--- src/rtl/tdt_pkg.sv ---
// Package: shared field positions and widths for the countdown timer bank.
// Assumes 32-bit register words; the count field sits in the low bits.
package tdt_pkg;
    localparam int WORD_W   = 32;
    localparam int CNT_W    = 29;
    localparam int RUN_BIT  = 31;
    localparam int REP_BIT  = 30;
    localparam int CLR_BIT  = 30;
    localparam int PEND_BIT = 30;
    localparam int STRIDE_LSB = 3;   // 8-byte window per channel
    localparam int WSEL_BIT   = 2;   // 0: setup word, 1: status word
endpackage

--- src/rtl/tdt_wr_decode.sv ---
// Write decoder: turns the shared write strobe and byte address into
// per-channel setup/clear strobes. Assumes byte address bits 1:0 are don't-care.
module tdt_wr_decode
    import tdt_pkg::*;
#(
    parameter int NUM_CH = 2,
    parameter int CH_W   = 1,
    parameter int ADDR_W = 4
) (
    input  logic              wr_en,
    input  logic [ADDR_W-1:0] addr,
    output logic [NUM_CH-1:0] setup_wr,
    output logic [NUM_CH-1:0] clear_wr
);
    logic [CH_W-1:0] ch_idx;
    assign ch_idx = addr[ADDR_W-1:STRIDE_LSB];

    for (genvar c = 0; c < NUM_CH; c++) begin : g_dec
        // Strobe generation for channel c
        always_comb begin
            setup_wr[c] = wr_en && (ch_idx == CH_W'(c)) && !addr[WSEL_BIT];
            clear_wr[c] = wr_en && (ch_idx == CH_W'(c)) &&  addr[WSEL_BIT];
        end
    end
endmodule

--- src/rtl/tdt_channel.sv ---
// One countdown channel: n+1 expiry, single or repeat mode, sticky pending
// flag. Assumes setup_wr and clear_wr are never high together.
module tdt_channel
    import tdt_pkg::*;
(
    input  logic              clk,
    input  logic              rst_n,
    input  logic              tick_en,
    input  logic              setup_wr,
    input  logic              clear_wr,
    input  logic [WORD_W-1:0] wr_data,
    output logic              irq,
    output logic [WORD_W-1:0] setup_word,
    output logic [WORD_W-1:0] status_word
);
    logic             run_q;
    logic             rep_q;
    logic [CNT_W-1:0] start_q;
    logic [CNT_W-1:0] cnt_q;
    logic             pend_q;
    logic             expire;

    // Expiry: a qualified tick while running at zero, unless a setup write lands
    assign expire = run_q && tick_en && (cnt_q == '0) && !setup_wr;

    // Run/mode/start/count state update
    always_ff @(posedge clk) begin
        if (!rst_n) begin
            run_q   <= 1'b0;
            rep_q   <= 1'b0;
            start_q <= '0;
            cnt_q   <= '0;
        end else if (setup_wr) begin
            run_q   <= wr_data[RUN_BIT];
            rep_q   <= wr_data[REP_BIT];
            start_q <= wr_data[CNT_W-1:0];
            cnt_q   <= wr_data[CNT_W-1:0];
        end else if (expire) begin
            if (rep_q) cnt_q <= start_q;
            else       run_q <= 1'b0;
        end else if (run_q && tick_en) begin
            cnt_q <= cnt_q - 1'b1;
        end
    end

    // Sticky pending flag; expiry has priority over a clear
    always_ff @(posedge clk) begin
        if (!rst_n)                           pend_q <= 1'b0;
        else if (expire)                      pend_q <= 1'b1;
        else if (clear_wr && wr_data[CLR_BIT]) pend_q <= 1'b0;
    end

    assign irq = pend_q;

    // Readback word assembly
    always_comb begin
        setup_word               = '0;
        setup_word[RUN_BIT]      = run_q;
        setup_word[REP_BIT]      = rep_q;
        setup_word[CNT_W-1:0]    = start_q;
        status_word              = '0;
        status_word[PEND_BIT]    = pend_q;
        status_word[CNT_W-1:0]   = cnt_q;
    end
endmodule

--- src/rtl/tdt_rd_mux.sv ---
// Read multiplexer: selects the addressed channel word; out-of-range
// channel indices read as zero.
module tdt_rd_mux
    import tdt_pkg::*;
#(
    parameter int NUM_CH = 2,
    parameter int CH_W   = 1,
    parameter int ADDR_W = 4
) (
    input  logic [ADDR_W-1:0]             addr,
    input  logic [NUM_CH-1:0][WORD_W-1:0] setup_words,
    input  logic [NUM_CH-1:0][WORD_W-1:0] status_words,
    output logic [WORD_W-1:0]             rd_data
);
    logic [CH_W-1:0] ch_idx;
    assign ch_idx = addr[ADDR_W-1:STRIDE_LSB];

    // Word selection
    always_comb begin
        rd_data = '0;
        for (int i = 0; i < NUM_CH; i++) begin
            if (ch_idx == CH_W'(i))
                rd_data = addr[WSEL_BIT] ? status_words[i] : setup_words[i];
        end
    end
endmodule

--- src/rtl/tick_down_timer.sv ---
// Top: bank of NUM_CH countdown channels sharing one tick qualifier and one
// register port. Assumes a single-cycle write strobe and a combinational read.
module tick_down_timer
    import tdt_pkg::*;
#(
    parameter int NUM_CH = 2,
    parameter int CH_W   = (NUM_CH > 1) ? $clog2(NUM_CH) : 1,
    parameter int ADDR_W = CH_W + STRIDE_LSB
) (
    input  logic              clk,
    input  logic              rst_n,
    input  logic              tick_en,
    input  logic              wr_en,
    input  logic [ADDR_W-1:0] addr,
    input  logic [WORD_W-1:0] wr_data,
    output logic [WORD_W-1:0] rd_data,
    output logic [NUM_CH-1:0] irq
);
    logic [NUM_CH-1:0]             setup_wr;
    logic [NUM_CH-1:0]             clear_wr;
    logic [NUM_CH-1:0][WORD_W-1:0] setup_words;
    logic [NUM_CH-1:0][WORD_W-1:0] status_words;

    tdt_wr_decode #(.NUM_CH(NUM_CH), .CH_W(CH_W), .ADDR_W(ADDR_W)) u_dec (
        .wr_en    (wr_en),
        .addr     (addr),
        .setup_wr (setup_wr),
        .clear_wr (clear_wr)
    );

    for (genvar c = 0; c < NUM_CH; c++) begin : g_ch
        tdt_channel u_chan (
            .clk         (clk),
            .rst_n       (rst_n),
            .tick_en     (tick_en),
            .setup_wr    (setup_wr[c]),
            .clear_wr    (clear_wr[c]),
            .wr_data     (wr_data),
            .irq         (irq[c]),
            .setup_word  (setup_words[c]),
            .status_word (status_words[c])
        );
    end

    tdt_rd_mux #(.NUM_CH(NUM_CH), .CH_W(CH_W), .ADDR_W(ADDR_W)) u_rd (
        .addr         (addr),
        .setup_words  (setup_words),
        .status_words (status_words),
        .rd_data      (rd_data)
    );
endmodule

--- config.mk ---
export PLATFORM = sky130hd
export DESIGN_NAME = tick_down_timer
export DESIGN_NICKNAME = d
export VERILOG_FILES = /design/src/rtl/tdt_pkg.sv /design/src/rtl/tdt_wr_decode.sv /design/src/rtl/tdt_channel.sv /design/src/rtl/tdt_rd_mux.sv /design/src/rtl/tick_down_timer.sv
export SDC_FILE = /design/constraint.sdc
export NUM_CORES = 1
export LEC_CHECK = 0
export BUFFER_PORTS_ARGS = -buffer_cell sky130_fd_sc_hd__buf_2
export CORE_ASPECT_RATIO = 0.6
export CORE_MARGIN = 2
export CORE_UTILIZATION = 35
export DETAILED_ROUTE_END_ITERATION = 7
export SLEW_MARGIN = 40
export SYNTH_ARGS = -nofsm -noshare
export SYNTH_HDL_FRONTEND = slang
export SYNTH_SLANG_ARGS = --single-unit
--- constraint.sdc ---
create_clock -name clk -period 2.9 [get_ports clk]
set_input_delay 0.145 -clock clk [delete_from_list [all_inputs] [get_ports clk]]
set_output_delay 0.145 -clock clk [all_outputs]
set_load 0.02 [all_outputs]
==> metrics.md <==
| Metric | Value |
|---|---|
| ANT cells | `0` |
| Final number of hold-violating endpoints | `0` |
| Worst path slowest cell | `or4_1` |
| Worst Skew | `0.00818 ns` |
| Layout cells sized above 1 | `between 20% and 30%` |
| Residual DRC | `0` |
| R2R depth | `6` |
| Synth Register Bits | `122` |
| Root buf cell | `clkbuf_16` |
| Worst hold path type | `input port to flop` |
| EDFF count, synth | `0` |
| Initial antenna violation count | `0` |
| Vias in the first global route | `about 7100` |
| Slew headroom | `48.3%` |
| DR WL/cell | `roughly 23 um` |
| Required @ worst endpoint | `3.20 ns` |
| Grt total ovfl | `0` |
| Htree depth | `4` |
| Largest net degree at the start of global routing | `60` |
| Power per cell area | `between 600 and 700 mW/mm2` |
| Post-synth ARST share | `0%` |
| I/O Pins | `74` |
| Count of cell types in the netlist | `a little under 80` |
| Synthesis warning total | `0` |
| Max-cap violation count | `0` |
| Syn Nets | `approximately 940` |
| WP depth | `6` |
| Design Power | `around 5500 uW` |
| Outcome | `finished, final reports clean` |
| Synth Instances | `roughly 900` |
| HPWL Detailed | `about 21000 um` |
| CP startpoint kind | `flop` |
| Post-synthesis sequential area ratio | `around 34%` |
| Final period util | `a little over nine tenths` |
| Critical Path Sink Type | `flop` |
| Core Rows | `40` |
| DR iter-0 viols | `roughly 780` |
| Largest delay share family, worst path | `simple AND/OR/NAND/NOR gates` |
| Synth top cells by count | `nand2_1 (176), dfxtp_1 (122), a21oi_1 (101), nor2_1 (56), clkbuf_1 (48)` |
| Dpl ws | `~0.21 ns` |
| Final worst setup slack | `just over 0.09 ns` |
| Final cell count without fillers | `approximately 1300` |
| First-pass GRT wire length | `between 40000 and 50000 um` |
| Vias post-DR | `between 7000 and 8000` |
| Worst-Margin Slew | `roughly 0.77 ns` |
| Crit path buf inv count | `0` |
| Critical path's largest stage delay | `around 0.67 ns` |
| P_leak | `between 0.003 and 0.004 uW` |
| CTS tree | `done` |
| Setup repair bufs after CTS | `0` |
| Placer congestion estimate | `around 0.93` |
| Post-synth top area share | `around a third` |
| Die Y | `between 100 and 150 um` |
| Top_reg_cell synth | `dfxtp_1` |
| Die Footprint | `between 0.02 and 0.025 mm2` |
| CTS Sinks | `~120` |
| Inserted Clock Buffers | `17` |
| Chip width | `roughly 190 um` |
| Post-CTS Resized | `0` |
| Maximum clock path buffer count | `2` |
| # port buffers | `between 60 and 70` |
| Clock insertion delay at the later pin of the skew report | `0.43 ns` |
| Critical path type | `flop to flop` |
| Antenna viol nets, final | `0` |
| Mean post-synth cell area | `between 8 and 9 um2` |
| Min cycle time layout | `approximately 2.8 ns` |
| Critical path cell sequence | `or4_1, or2_4, o41ai_4, nand2_2, nand2_1, o32ai_1` |
| Clock-pin transition on the worst setup and hold timing paths | `approximately 0.060 ns` |
| Peak supply drop | `~0.52 mV` |
| Final WL | `about 29000 um` |
| Cts hold-fix bufs | `9` |
| Final setup vio count | `0` |
| Final #Nets | `1019` |
| Slew Viols, Final | `0` |
| CP arrival | `about 3.1 ns` |
| FMAX | `between 0.3 and 0.4 GHz` |
| Hold slack | `0.00911 ns` |
| Synth area leaders | `dfxtp_1 (34%), nand2_1 (9.1%), mux4_2 (9.0%), a21oi_1 (7.0%), o21ai_0 (3.2%)` |
| Post-Place Cells | `1220` |
| CP Max Fanout | `14` |
| Core ar. | `between 0.02 and 0.025 mm2` |
| Drt first pass iters | `6` |
| Initial core utilization | `36.0%` |
| Area Overhead vs Synth | `20.5%` |
| Hold Path Stages | `3` |
| Vias per cell | `just over 6` |
| Setup TNS | `0 ns` |
| Most frequent cell after synthesis | `nand2_1` |
| Total GRT Usage | `between 20% and 30%` |
| RSZ-0062 raised after global routing | `false` |
| Yosys top cell by area | `dfxtp_1` |
| Synth Cell Area | `between 0.007 and 0.008 mm2` |
==> state kept, by name (all words and copies together) (netlist names) <==
name                 cells
g_ch.u_chan.start_q     58
g_ch.u_chan.rep_q        2
g_ch.u_chan.irq          2
g_ch.u_chan.run_q        2
g_ch.u_chan.cnt_q       58
==> worst paths after layout <==
| path | startpoint | to | slack [ns] |
|---|---|---|---|
| setup / recovery | g_ch[0].u_chan.cnt_q[10]$_SDFFE_PN0P_ | g_ch[0].u_chan.cnt_q[12]$_SDFFE_PN0P_ | 0.09 |
| hold / removal | wr_data[25] | g_ch[0].u_chan.start_q[25]$_SDFFE_PN0P_ | 0.009 |
| hold reg to reg | g_ch[1].u_chan.start_q[27]$_SDFFE_PN0P_ | g_ch[1].u_chan.start_q[27]$_SDFFE_PN0P_ | 0.47 |
| setup reg to reg | g_ch[0].u_chan.cnt_q[10]$_SDFFE_PN0P_ | g_ch[0].u_chan.cnt_q[12]$_SDFFE_PN0P_ | 0.09 |
==> worst min-delay path: stages <==
cell and delay [ns]:
buf_2 0.13, nand2_1 0.06, a21oi_1 0.05
==> cell type report <==
type	instances	area, um2
fillers	1999	11400
multi-input cells	689	4460
flip-flops and latches	122	2440
repair buffers	134	906
clock buffers	17	425
well taps	273	342
clock inverters	15	130
inverters	11	41.3
==> cells in the final DEF, fill, tap and decap left out, types with 5 or more instances in the layout <==
master / synthesis / layout
buf_2: 10 / 69
buf_4: 3 / 52
mux2i_1: 8 / 8
xor2_1: 6 / 6
dlygate4sd3_1: 0 / 9
nor3_1: 21 / 21
clkinv_2: 0 / 5
a21oi_1: 101 / 101
nand2_1: 176 / 176
nand4_1: 9 / 9
and3_1: 7 / 7
o31ai_1: 7 / 7
o32ai_1: 12 / 12
clkbuf_16: 0 / 17
a31oi_1: 10 / 10
nor4_1: 16 / 16
o211ai_1: 20 / 20
a311oi_1: 7 / 7
a211oi_1: 18 / 18
mux4_2: 29 / 29
or3_1: 7 / 7
or4_1: 8 / 8
inv_1: 11 / 10
nand3_1: 27 / 27
clkinv_4: 0 / 6
o21ai_0: 46 / 46
dfxtp_1: 122 / 122
o21a_1: 5 / 5
nor2_1: 56 / 56
a32o_1: 12 / 12
==> stage by stage <==
stage / cell area [um2] / util, %
3_5_place_dp: 8100 / 40.1
3_3_place_gp: 8100 / 40.1
5_1_grt: 8740 / 43.3
6_report: 8740 / 43.3
2_1_floorplan: 7250 / -
4_1_cts: 8740 / 43.3
==> per-layer routing <==
| metal | wire length (um) | share of wire [%] | vias to the layer above | GRT usage [%] |
|---|---|---|---|---|
| li1 | - | - | 3519 | - |
| met1 | 13300 | 46 | 3717 | 40.0 |
| met2 | 11600 | 40 | 525 | 37.5 |
| met3 | 3530 | 12 | 32 | 7.69 |
| met4 | 419 | 1.5 | 0 | 6.46 |
| met5 | 0 | 0 | - | 0 |
==> cell families after synthesis <==
group,count (synthesis),synth area share (%)
simple gates,369,25.0
compound gates,270,24.3
flops,122,33.7
buf+inv,84,4.98
mux,38,10.5
xor+xnor,7,0.845
fa+ha+maj,4,0.690
other cells,1,0.0517
==> where the power goes <==
part / switching (uW) / leakage (uW) / internal (uW) / total [uW]
combinational: 931 / 0.00205 / 603 / 1530
clock: 871 / 0.000268 / 1170 / 2050
sequential: 113 / 0.000992 / 1760 / 1870
(Power assumes the default switching activity.)
